<file path="src/rtl/dm_pkg.sv">
package dm_pkg;
   // Phase-counter advance per sample chosen by clock recovery
   typedef enum logic [1:0] {
      STEP_HOLD = 2'd0,
      STEP_ONE  = 2'd1,
      STEP_TWO  = 2'd2
   } phase_step_e;
endpackage

</file>
<file path="src/rtl/dm_mixer.sv">
module dm_mixer #(
   parameter int SMP_W  = 12,
   parameter int DELAY  = 6,
   parameter int PROD_W = 2 * SMP_W
) (
   input  logic                     clk,
   input  logic                     rst_n,
   input  logic                     in_v,
   input  logic signed [SMP_W-1:0]  in_s,
   output logic                     prod_v,
   output logic signed [PROD_W-1:0] prod
);
   logic signed [SMP_W-1:0] oldest;

   generate
      if (DELAY == 1) begin : g_single
         logic signed [SMP_W-1:0] tap_q;
         always_ff @(posedge clk) begin
            if (!rst_n)    tap_q <= '0;
            else if (in_v) tap_q <= in_s;
         end
         assign oldest = tap_q;
      end else begin : g_chain
         logic signed [SMP_W-1:0] tap_q [DELAY];
         always_ff @(posedge clk) begin
            if (!rst_n) begin
               for (int i = 0; i < DELAY; i++) tap_q[i] <= '0;
            end else if (in_v) begin
               tap_q[0] <= in_s;
               for (int i = 1; i < DELAY; i++) tap_q[i] <= tap_q[i-1];
            end
         end
         assign oldest = tap_q[DELAY-1];
      end
   endgenerate

   logic signed [PROD_W-1:0] a_ext, b_ext;
   assign a_ext = PROD_W'(in_s);
   assign b_ext = PROD_W'(oldest);

   always_ff @(posedge clk) begin
      if (!rst_n) begin
         prod_v <= 1'b0;
         prod   <= '0;
      end else begin
         prod_v <= in_v;
         if (in_v) prod <= a_ext * b_ext;
      end
   end
endmodule

</file>
<file path="src/rtl/dm_lowpass.sv">
module dm_lowpass #(
   parameter int IN_W  = 24,
   parameter int ACC_W = 26,
   parameter int SHIFT = 3
) (
   input  logic                    clk,
   input  logic                    rst_n,
   input  logic                    x_v,
   input  logic signed [IN_W-1:0]  x,
   output logic                    y_v,
   output logic signed [ACC_W-1:0] y
);
   logic signed [ACC_W-1:0] x_ext, diff, step;
   assign x_ext = ACC_W'(x);
   assign diff  = x_ext - y;
   assign step  = diff >>> SHIFT;

   always_ff @(posedge clk) begin
      if (!rst_n) begin
         y_v <= 1'b0;
         y   <= '0;
      end else begin
         y_v <= x_v;
         if (x_v) y <= y + step;
      end
   end
endmodule

</file>
<file path="src/rtl/dm_carrier.sv">
module dm_carrier #(
   parameter int ACC_W = 26,
   parameter int THR_W = 24,
   parameter int HOLD  = 220
) (
   input  logic                    clk,
   input  logic                    rst_n,
   input  logic                    y_v,
   input  logic signed [ACC_W-1:0] y,
   input  logic [THR_W-1:0]        thresh,
   output logic                    car_nxt,
   output logic                    carrier
);
   localparam int CW = $clog2(HOLD + 2);
   localparam logic [CW-1:0] SAT = CW'(HOLD + 1);
   localparam logic [CW-1:0] LIM = CW'(HOLD);

   logic [CW-1:0]    sil_q, sil_nxt;
   logic [ACC_W-1:0] mag;
   logic             above;

   assign mag   = y[ACC_W-1] ? ACC_W'(-y) : ACC_W'(y);
   assign above = mag > ACC_W'(thresh);

   always_comb begin
      car_nxt = carrier;
      sil_nxt = sil_q;
      if (y_v) begin
         if (above) begin
            car_nxt = 1'b1;
            sil_nxt = '0;
         end else begin
            if (sil_q != SAT) sil_nxt = sil_q + 1'b1;
            if (sil_nxt > LIM) car_nxt = 1'b0;
         end
      end
   end

   always_ff @(posedge clk) begin
      if (!rst_n) begin
         carrier <= 1'b0;
         sil_q   <= '0;
      end else begin
         carrier <= car_nxt;
         sil_q   <= sil_nxt;
      end
   end
endmodule

</file>
<file path="src/rtl/dm_bitclk.sv">
module dm_bitclk
   import dm_pkg::*;
#(
   parameter int SPB = 11
) (
   input  logic clk,
   input  logic rst_n,
   input  logic y_v,
   input  logic y_neg,
   input  logic car_nxt,
   output logic bit_stb,
   output logic bit_val
);
   localparam int PW = $clog2(SPB + 2);
   localparam logic [PW:0] SPB_L  = (PW+1)'(SPB);
   localparam logic [PW:0] HALF_L = (PW+1)'(SPB / 2);

   logic [PW:0]  ph_q, ph_n, ph_sum;
   logic         prev_neg_q, nudged_q, nudged_n;
   logic         stb_n, val_n;
   phase_step_e  step;

   always_comb begin
      step     = STEP_ONE;
      nudged_n = nudged_q;
      if (y_v && (y_neg != prev_neg_q) && !nudged_q) begin
         if (ph_q < HALF_L) begin
            step     = STEP_TWO;
            nudged_n = 1'b1;
         end else if (ph_q > HALF_L) begin
            step     = STEP_HOLD;
            nudged_n = 1'b1;
         end
      end
      ph_sum = ph_q + (PW+1)'(step);
      ph_n   = ph_q;
      stb_n  = 1'b0;
      val_n  = bit_val;
      if (y_v) begin
         if (ph_sum >= SPB_L) begin
            ph_n     = ph_sum - SPB_L;
            nudged_n = 1'b0;
            if (car_nxt) begin
               stb_n = 1'b1;
               val_n = y_neg;
            end
         end else begin
            ph_n = ph_sum;
         end
      end
   end

   always_ff @(posedge clk) begin
      if (!rst_n) begin
         ph_q       <= '0;
         prev_neg_q <= 1'b0;
         nudged_q   <= 1'b0;
         bit_stb    <= 1'b0;
         bit_val    <= 1'b0;
      end else begin
         ph_q     <= ph_n;
         nudged_q <= nudged_n;
         bit_stb  <= stb_n;
         bit_val  <= val_n;
         if (y_v) prev_neg_q <= y_neg;
      end
   end
endmodule

</file>
<file path="src/rtl/afsk_dm_demod.sv">
module afsk_dm_demod #(
   parameter int SMP_W    = 12,
   parameter int DELAY    = 6,
   parameter int SPB      = 11,
   parameter int ALPHA_SH = 3,
   parameter int HOLD     = 220,
   parameter int GUARD    = 2
) (
   input  logic                   clk,
   input  logic                   rst_n,
   input  logic                   smp_valid,
   input  logic [SMP_W-1:0]       smp_data,
   input  logic [2*SMP_W-1:0]     gate_thresh,
   output logic                   bit_val,
   output logic                   bit_stb,
   output logic                   carrier
);
   localparam int PROD_W = 2 * SMP_W;
   localparam int ACC_W  = PROD_W + GUARD;
   localparam int THR_W  = PROD_W;

   generate
      if (SMP_W < 2)               begin : g_bad_w     $error("SMP_W too small");  end
      if (DELAY < 1)               begin : g_bad_d     $error("DELAY must be >= 1"); end
      if (SPB < 4)                 begin : g_bad_spb   $error("SPB must be >= 4"); end
      if (ALPHA_SH < 1 || ALPHA_SH >= ACC_W) begin : g_bad_a $error("ALPHA_SH out of range"); end
      if (HOLD < 1)                begin : g_bad_h     $error("HOLD must be >= 1"); end
      if (GUARD < 1)               begin : g_bad_g     $error("GUARD must be >= 1"); end
   endgenerate

   logic                    prod_v, y_v, car_nxt;
   logic signed [PROD_W-1:0] prod;
   logic signed [ACC_W-1:0]  y;
   logic signed [SMP_W-1:0]  s_in;

   assign s_in = smp_data;

   dm_mixer #(.SMP_W(SMP_W), .DELAY(DELAY), .PROD_W(PROD_W)) u_mix (
      .clk(clk), .rst_n(rst_n), .in_v(smp_valid), .in_s(s_in),
      .prod_v(prod_v), .prod(prod));

   dm_lowpass #(.IN_W(PROD_W), .ACC_W(ACC_W), .SHIFT(ALPHA_SH)) u_lpf (
      .clk(clk), .rst_n(rst_n), .x_v(prod_v), .x(prod),
      .y_v(y_v), .y(y));

   dm_carrier #(.ACC_W(ACC_W), .THR_W(THR_W), .HOLD(HOLD)) u_car (
      .clk(clk), .rst_n(rst_n), .y_v(y_v), .y(y), .thresh(gate_thresh),
      .car_nxt(car_nxt), .carrier(carrier));

   dm_bitclk #(.SPB(SPB)) u_clk (
      .clk(clk), .rst_n(rst_n), .y_v(y_v), .y_neg(y[ACC_W-1]),
      .car_nxt(car_nxt), .bit_stb(bit_stb), .bit_val(bit_val));
endmodule

</file>
<file path="config.mk">
export PLATFORM = sky130hd
export DESIGN_NAME = afsk_dm_demod
export DESIGN_NICKNAME = d
export VERILOG_FILES = /design/src/rtl/dm_pkg.sv /design/src/rtl/dm_mixer.sv /design/src/rtl/dm_lowpass.sv /design/src/rtl/dm_carrier.sv /design/src/rtl/dm_bitclk.sv /design/src/rtl/afsk_dm_demod.sv
export SDC_FILE = /design/constraint.sdc
export NUM_CORES = 1
export LEC_CHECK = 0
export BUFFER_PORTS_ARGS = -buffer_cell sky130_fd_sc_hd__buf_2
export CAP_MARGIN = 20
export CORE_MARGIN = 8
export CORE_UTILIZATION = 60
export CTS_CLUSTER_SIZE = 28
export DETAILED_ROUTE_END_ITERATION = 8
export PLACE_DENSITY = 0.77
export SYNTH_ARGS = -nofsm -noshare
export SYNTH_HDL_FRONTEND = slang
export SYNTH_SLANG_ARGS = --single-unit
</file>
<file path="constraint.sdc">
create_clock -name clk -period 7.4 [get_ports clk]
set_input_delay 1.11 -clock clk [delete_from_list [all_inputs] [get_ports clk]]
set_output_delay 1.11 -clock clk [all_outputs]
set_load 0.03 [all_outputs]
</file>
Yosys cells after proc, flatten, opt, wreduce, memory -nomap -nowiden --
Memories as Yosys holds them, arrays and structs flattened. Cells that the tools add are included.
Word-level totals: bits in registers 70, RAM bits 72, memories 1, output and inout port bits 3, word-level logic and storage cells 65
Memories:
- u_mix.g_chain.tap_q | words 6, width 12, read ports 6, clocked after memory_dff 0, write ports 6, line dm_mixer.sv:24 | logic signed [SMP_W-1:0] tap_q [DELAY];
Cells by class: muxes and demuxes 28, add/subtract/negate cells 6, $mul 1, reductions and logical operators 5, equality and inequality tests 2, $lt $le $gt $ge 5, bitwise logic cells 6
Operators with widths (count):
- $mux W12 | 6
- $mux W8 | 4
- $add A26 B23 Y26 | 1
- $gt A26 B24 Y1 | 1
- $mux W26 | 1
- $neg A26 Y26 | 1
- $sub A24 B26 Y26 | 1
- $mul A12 B12 Y24 | 1
- $mux W1 | 14
- $add A8 B1 Y8 const B | 1
- $gt A8 B8 Y1 const B | 1
- $ne A8 B8 Y1 const B | 1
- $or A1 B1 Y1 | 6
- $reduce_and A3 Y1 | 2
- $add A5 B2 Y5 | 1
- $ge A5 B4 Y1 const B | 1
- $gt A5 B3 Y1 const B | 1
- $lt A5 B3 Y1 const B | 1
- $mux W5 | 1
- $sub A5 B4 Y5 const B | 1
- $mux W2 | 2
- $logic_and A1 B1 Y1 | 2
- $logic_not A1 Y1 | 1
- $ne A1 B1 Y1 | 1

Logic depth before layout (Yosys ltp) --
Gate-level depths: netlist of run 1.
depth after elaboration 10, mapped depth 23, gate-level depth less buffers 23

Cells and area by module --
Synthesis of run 1 repeated with hierarchy kept, for this count alone.
Second synthesis, totals: cell total of the unflattened synthesis 1587, area total of the unflattened synthesis 14605.3 µm²
By module, submodules not included:
- dm_mixer | area an instance 8942.3 µm², cells an instance 865, times used 1
- dm_lowpass | area an instance 3223.1 µm², cells an instance 405, times used 1
- dm_carrier | area an instance 1784.2 µm², cells an instance 238, times used 1
- dm_bitclk | area an instance 655.6 µm², cells an instance 79, times used 1

Least setup slack after synthesis of run 1 --
No wires, ideal clock.
path kind in2reg, start point input port smp_data[1], end point register u_mix.prod[23], data required time 7275 ps, stages 20, path slack 1030 ps, library setup time 125 ps, data arrival time 6246 ps, path through clkbuf_1 nand2_1 fa_1 fa_1 inv_1 fa_1 fa_1 inv_1 fa_1 inv_1 ha_1 a21o_1 a21o_1 a21oi_1 o2111ai_1 and3_1 a2111oi_0 a21oi_1 xnor2_1 o21ai_0
On the way: longest elaborated chain between the ends 1
Ends and longest elaborated chain:
- start, declared | line afsk_dm_demod.sv:12 | input logic [SMP_W-1:0] smp_data,
- $mul A12 B12 Y24 | line dm_mixer.sv:47 | if (in_v) prod <= a_ext * b_ext;
- end signal, assigned | line dm_mixer.sv:47
- end, declared | line dm_mixer.sv:11 | output logic signed [PROD_W-1:0] prod
No other way between the ends. A chain may end at the register's enable or synchronous reset.

Worst setup path in the final report of run 1 --
start point input port smp_data[3], end point register u_mix.prod[23]
The elaborated chain is that of the path after synthesis.

==> results.md, run 1 <==
* Starting density of the core at 0.6097
* Crit path max fanout at 13
* Post-Layout Inst Area at 15290 µm²
* CTS clk-pin slew, worst paths at about 0.08 ns
* First-pass GRT wire length at 48670 µm
* Area delta synth->final at 7.182%
* Fin crit share at 0.8557
* Least-Margin Pin Slew at slightly below 0.9 ns
* Clk sinks at ~140
* Arrival @ worst endpoint at approximately 6.7 ns
* Psw at about 2.8 mW
* Vias per inst at about 5.5
* Area of the multi-input gates at roughly 9500 µm²
* CP Class: in -> reg
* Most frequent cells in the layout: 256 x inv_1, 150 x nand2_1, 140 x fa_1, 131 x ha_1, 81 x and3_1
* Final Wtd Congestion at slightly above 0.9
* Post-route minimum period at 6.332 ns
* Post-Synth XOR/XNOR Area at 0.06384
* Routed via count at around 10000
* Area post-placement at between 10000 and 15000 µm²
* Post-CTS Hold Buffers at 0
* Mux cell area share after synthesis at 0.02315
* Post-synth EDFFs at just over 70
* Core Region at 23400 µm²
* Clock share of power at 0.147
* Total power at a little over 6 mW
* CTS Buffer Depth at 2
* Overall Global Routing Usage at 0.2055
* Final Skew at roughly 0.018 ns
* Worst Setup End Kind: flip-flop
* Synth Area in Compound Gates at 0.1034
* CTS tree: yes
* Htree depth at 4
* Setup bufs post-CTS at 0
* Initial antenna violation count at 0
* Yosys warning total at 0
* Avg Cell Area, Syn at 9.241 µm²
* Placement Rows at 56
* VDD IR max at around 0.00019 V
* RSZ-0062 raised after global routing: no
* Count of pins over their slew limit at 0
* Final-stage net count at about 1900
* CTS root buf: clkbuf_16
* Combinational family with the most area after synthesis: adder cells
* Seq/Total Area, Yosys at 0.2497
* I/O pin total at 42
* Synth Area in Adders at 0.3113
* Detailed Place HPWL at between 20000 and 25000 µm
* Hold Vio Cnt, Final at 0
* Largest area contributor in the netlist: fa_1
* WL per Instance at ~15 µm
* Synth area leaders: fa_1 20%, edfxtp_1 15%, ha_1 11%, dfxtp_1 9.8%, inv_1 6.8%
* Cells after Synth at 1544
* RR Startpoint: u_mix.g_chain.tap_q[0][71]$_SDFFCE_PN0P_
* Largest net degree at the start of global routing at 93
* Routed WL at ~28000 µm
* Vias in the first global route at around 11000
* Dpl ws at 0.6216 ns
* Sw Share at 0.4609
* P_int at 3.258 mW
* Ys async rst share at 0
* Fin Setup TNS at 0 ns
* Clk_lat worst skew at about 0.44 ns
* Leakage power total at roughly 7.6 nW
* Share of cells above drive strength 1 at 0.05815
* Fill cell count at 1932
* Post-DRT Antenna Nets at 0
* Pwr dens at approximately 400 nW/µm²
* Cell area after synthesis at between 10000 and 15000 µm²
* First drt pass iteration count at 6
* Final WS setup at approximately 1.1 ns
* Simple-Gate Fraction of Synth Area at 0.1655
* Grt ovf at 0
* Main synth FF type: edfxtp_1
* # setup viols final at 0
* Status: completed
* Die area at 28970 µm²
* Worst setup path endpoint: u_mix.prod[23]$_SDFFE_PN0P_
* # DRC at 0
* Post-synth cell types at between 60 and 70
* Post-synthesis net count at approximately 1900
* Resized cells post-CTS at 0
* IO Port Bufs at about 40
* CTS buffer count at 17
* Initial DRC Count at slightly below 500
* Sequential Power Share at 0.178
* Flop-to-flop setup slack at about 1.3 ns
* Reg2reg path depth at 18
* Hold Path Class: reg -> reg
* Fmax at approximately 160 MHz
* R2r endpoint: u_mix.prod[23]$_SDFFE_PN0P_
* Most common cell after layout, fill and taps aside: inv_1
* Slew Limit Headroom at 0.4097
* Util after Layout at 0.6535
* Hold Path Origin: u_mix.prod[20]$_SDFFE_PN0P_
* Post-synth top area share at 0.1964
* Reg area at 3563 µm²
* Antenna diode count at 0
* CP Launch Type: input port
* Comb power frac at 0.676
* Critical path origin: smp_data[3]
* Die Ht at about 170 µm
* Seq cells post-synth at 142
* MaxCap Viol Count at 0
* CP required at just under 8 ns
* Chip width at roughly 170 µm
## worst max-delay path: stages
cell and delay (ns):
buf_2 0.18, and2_1 0.21, fa_1 0.55, inv_1 0.06, fa_1 0.49, inv_1 0.06, fa_1 0.51, fa_1 0.55
inv_1 0.05, fa_1 0.52, inv_1 0.04, ha_1 0.36, a21o_1 0.18, a21o_1 0.16, a21oi_1 0.25, o2111ai_1 0.18
and3_1 0.17, a2111oi_0 0.59, a21oi_1 0.16, xnor2_1 0.18, o21ai_0 0.08
## cell usage after synthesis, types with 3 or more instances
master	instances
o31ai_1	13
o21bai_1	8
a21o_1	34
xor2_1	28
nand2_1	150
nand3_1	22
nor3_1	5
o21ai_0	56
nor2_1	39
ha_1	131
o211a_1	7
and2_1	55
buf_1	4
a21oi_1	53
inv_1	257
dfxtp_1	70
or3_1	5
edfxtp_1	72
and3_1	81
a21boi_0	6
mux2i_1	33
a31oi_1	3
nor4_1	7
a211oi_1	3
fa_1	140
o2111ai_1	3
nand4_1	12
a2111oi_0	5
o41ai_1	3
o21a_1	13
nand3b_1	5
nand2b_1	11
xnor2_1	76
nor2b_1	47
clkbuf_1	54
## layer usage
| layer | global-route usage | vias to the layer above | share of wire |
|---|---|---|---|
| met5 | 0 | - | 0 |
| met4 | 0.08619 | 0 | 0.035 |
| met3 | 0.03661 | 63 | 0.046 |
| met2 | 0.3507 | 243 | 0.47 |
| met1 | 0.2536 | 4902 | 0.44 |
| li1 | - | 5094 | - |
## state kept, by name, summed over array words and instances, names as in the netlist
signal,flops
u_mix.g_chain.tap_q,72
u_clk.bit_stb,1
u_lpf.y_v,1
u_car.carrier,1
u_mix.prod,24
u_mix.prod_v,1
u_car.sil_q,8
u_clk.nudged_q,1
u_lpf.y,26
u_clk.ph_q,5
u_clk.bit_val,1
u_clk.prev_neg_q,1
## cells by family after synthesis
family                   after synthesis
AND/OR/NAND/NOR                      452
buffers and inverters                316
adder cells (fa/ha/maj)              271
AO/OA/AOI/OAI                        226
flip-flops                           142
XOR/XNOR                             104
multiplexers                          33
## power groups by stage
stage | Combinational [mW] | Sequential, mW | Clock [mW]
floorplan | 3.37 | 1.04 | 0
global placement | 3.94 | 1.08 | 0
detailed placement | 4.05 | 1.09 | 0
CTS | 4.08 | 1.07 | 0.901
global route | 4.62 | 1.09 | 0.931
finish | 4.08 | 1.07 | 0.887
## stage by stage
step / std cells / hold slack (ns)
3_3_place_gp: 1852 / 0.4500
6_report: 1884 / 0.4675
5_1_grt: 1884 / 0.4940
4_1_cts: 1884 / 0.4699
2_1_floorplan: 1544 / 0.4315
3_5_place_dp: 1852 / 0.4539
## worst min-delay path by stage
stage,slack (ns),to,cells past startpoint
CTS,0.47,u_clk.bit_val$_SDFFE_PN0P_,2
floorplan,0.43,u_mix.prod[17]$_SDFFE_PN0P_,2
finish,0.47,u_mix.prod[20]$_SDFFE_PN0P_,2
detailed placement,0.45,u_mix.prod[22]$_SDFFE_PN0P_,2
global placement,0.45,u_mix.prod[19]$_SDFFE_PN0P_,2
global route,0.49,u_clk.bit_val$_SDFFE_PN0P_,2
## layout make-up
class | count | share of cell area
multi-input cells | 1086 | 0.6224
flip-flops and latches | 142 | 0.2330
repair buffers | 47 | 0.01636
inverters | 258 | 0.06332
clock buffers | 17 | 0.02782
clock inverters | 15 | 0.01096
well taps | 319 | 0.02610
Power figures use the tool's default switching activity.
==> inputs of run 2 (changes only) <==
--- a/config.mk
+++ b/config.mk
@@ -6,12 +6,14 @@
 export NUM_CORES = 1
 export LEC_CHECK = 0
 export BUFFER_PORTS_ARGS = -buffer_cell sky130_fd_sc_hd__buf_2
-export CAP_MARGIN = 20
+export CELL_PAD_IN_SITES_DETAIL_PLACEMENT = 1
+export CELL_PAD_IN_SITES_GLOBAL_PLACEMENT = 2
 export CORE_MARGIN = 8
-export CORE_UTILIZATION = 60
+export CORE_UTILIZATION = 41
 export CTS_CLUSTER_SIZE = 28
 export DETAILED_ROUTE_END_ITERATION = 8
-export PLACE_DENSITY = 0.77
+export PLACE_DENSITY_LB_ADDON = 0.1
+export REMOVE_ABC_BUFFERS = 1
 export SYNTH_ARGS = -nofsm -noshare
 export SYNTH_HDL_FRONTEND = slang
 export SYNTH_SLANG_ARGS = --single-unit
==> results.md, run 2 (synthesis gave the netlist of run 1 again) <==
* Initial DRC Count at about 440
* Area post-placement at 14900 µm²
* Most frequent cells in the layout: 256 x inv_1, 150 x nand2_1, 140 x fa_1, 131 x ha_1, 81 x and3_1
* First-pass GRT wire length at about 56000 µm
* IO Port Bufs at 41
* Max FFs per register at 72
* Placement Rows at 68
* Leakage power total at roughly 7.6 nW
* Post-CTS Hold Buffers at 0
* CTS Buffer Depth at 2
* Crit-path cells: buf_2 -> and2_1 -> fa_1 -> inv_1 -> fa_1 -> inv_1 -> fa_1 -> fa_1 -> inv_1 -> fa_1 -> inv_1 -> ha_1 -> a21o_1 -> a21o_1 -> a21oi_1 -> o2111ai_1 -> and3_1 -> a2111oi_0 -> a21oi_1 -> xnor2_1 -> o21ai_0
* Hold Path Class: reg -> reg
* WL per Instance at approximately 17 µm
* CTS tree: yes
* Crit-path leading delay family: adder cells
* Grt peak-use layer: met2
* Overall Global Routing Usage at 0.1680
* Fin Setup TNS at 0 ns
* Htree depth at 4
* Pwr dens at between 300 and 400 nW/µm²
* VDD IR max at between 0.00015 and 0.0002 V
* Die Ht at around 200 µm
* Slew Limit Headroom at 0.3764
* CP Class: in -> reg
* Final Wtd Congestion at 0.7959
* Met3 GRT Util at 0.02614
* CTS buffer count at 17
* # DRC at 0
* # setup viols final at 0
* Post-route minimum period at 6.491 ns
* Antenna diode count at 0
* CTS clk-pin slew, worst paths at 0.07 ns
* Resized cells post-CTS at 0
* Crit path max fanout at 13
* Vias per inst at just over 5
* Fin crit share at 0.8771
* Largest net degree at the start of global routing at ~100
* Hold Vio Cnt, Final at 0
* Count of pins over their slew limit at 0
* Arrival @ worst endpoint at just under 7 ns
* Regs by FF count: u_mix.g_chain.tap_q (72), u_lpf.y (26), u_mix.prod (24)
* Met1 global-route usage at 0.2203
* Post-DRT Antenna Nets at 0
* Die area at between 40000 and 50000 µm²
* Status: completed
* Detailed Place HPWL at roughly 27000 µm
* Fmax at roughly 150 MHz
* Chip width at 202.6 µm
* Most common cell after layout, fill and taps aside: inv_1
* Final-stage net count at roughly 1900
* Clk sinks at between 100 and 150
* MaxCap Viol Count at 0
* Starting density of the core at 0.4151
* Worst Setup End Kind: flip-flop
* Worst path buffer plus inverter count at 5
* Routed via count at a little over 10000
* Initial antenna violation count at 1
* CTS root buf: clkbuf_16
* Worst Hold Slack at between 0.4 and 0.5 ns
* Most frequent CP cell: fa_1
* I/O pin total at 42
* Biggest register: u_mix.g_chain.tap_q
* Share of cells above drive strength 1 at 0.05991
* CP required at between 7 and 8 ns
* Routed WL at about 34000 µm
* Slowest cell delay on critical path at 0.64 ns
* Post-Layout Inst Area at about 16000 µm²
* Core Region at 34370 µm²
* Vias in the first global route at approximately 11000
* Setup bufs post-CTS at 0
* First drt pass iteration count at 4
* Met2 usage at 0.2840
* Clk_lat worst skew at ~0.44 ns
* Final Skew at around 0.0095 ns
* CP Launch Type: input port
* Worst path slowest cell: a2111oi_0
* Grt ovf at 0
* RSZ-0062 raised after global routing: no
* Area delta synth->final at 8.751%
* Least-Margin Pin Slew at slightly above 0.9 ns
run 2: cell types whose count changed in the layout (fill, tap and decap cells not counted), sizes merged:
cell,delta
clkinv,+1
bufinv,+1
clkinvlp,-2
buf,+4
run 2: path summary, 6_finish.rpt:
path	startpoint	to	slack, ns	cells after the start
max reg2reg	u_mix.g_chain.tap_q[0][68]$_SDFFCE_PN0P_	u_mix.prod[23]$_SDFFE_PN0P_	1.06	20
min reg2reg	u_mix.prod[20]$_SDFFE_PN0P_	u_mix.prod[20]$_SDFFE_PN0P_	0.46	2
max	smp_data[3]	u_mix.prod[23]$_SDFFE_PN0P_	0.91	21
min	u_mix.prod[20]$_SDFFE_PN0P_	u_mix.prod[20]$_SDFFE_PN0P_	0.46	2
run 2: power by group:
part / leakage, nW / internal, mW / switching, mW / total (mW)
Combinational: 5.96 / 1.84 / 2.33 / 4.17
Sequential: 1.37 / 0.946 / 0.130 / 1.08
Clock: 0.301 / 0.514 / 0.386 / 0.900
run 2: cell type report:
type	instances	area (µm²)
clock buffers	17	425.4
clock inverters	15	188.9
fillers	4009	18860
inverters	258	968.4
multi-input cells	1086	9519
flip-flops and latches	142	3563
well taps	455	569.3
repair buffers	51	282.8
run 2: through the flow:
stage | cells | setup slack (ns) | total power, mW | utilization
floorplan | 1486 | 1.200 | 4.381 | -
global placement | 1992 | 0.5868 | 5.220 | 0.4336
detailed placement | 1992 | 0.4239 | 5.316 | 0.4336
CTS | 2024 | 0.8902 | 6.245 | 0.4514
global route | 2024 | 0.4726 | 6.829 | 0.4514
finish | 2024 | 0.9094 | 6.148 | 0.4514
run 2: per-layer routing:
layer	routed length [µm]	vias up	share of wire
met3	801	30	0.024
met4	578	0	0.017
met5	0	-	0
li1	-	5098	-
met1	16420	5037	0.49
met2	15710	113	0.47
run 2: tightest hold or removal path, cell delays in order, from the launching register on:
cell     delay (ns)
dfxtp_1        0.33
nand2_1        0.05
o21ai_0        0.05
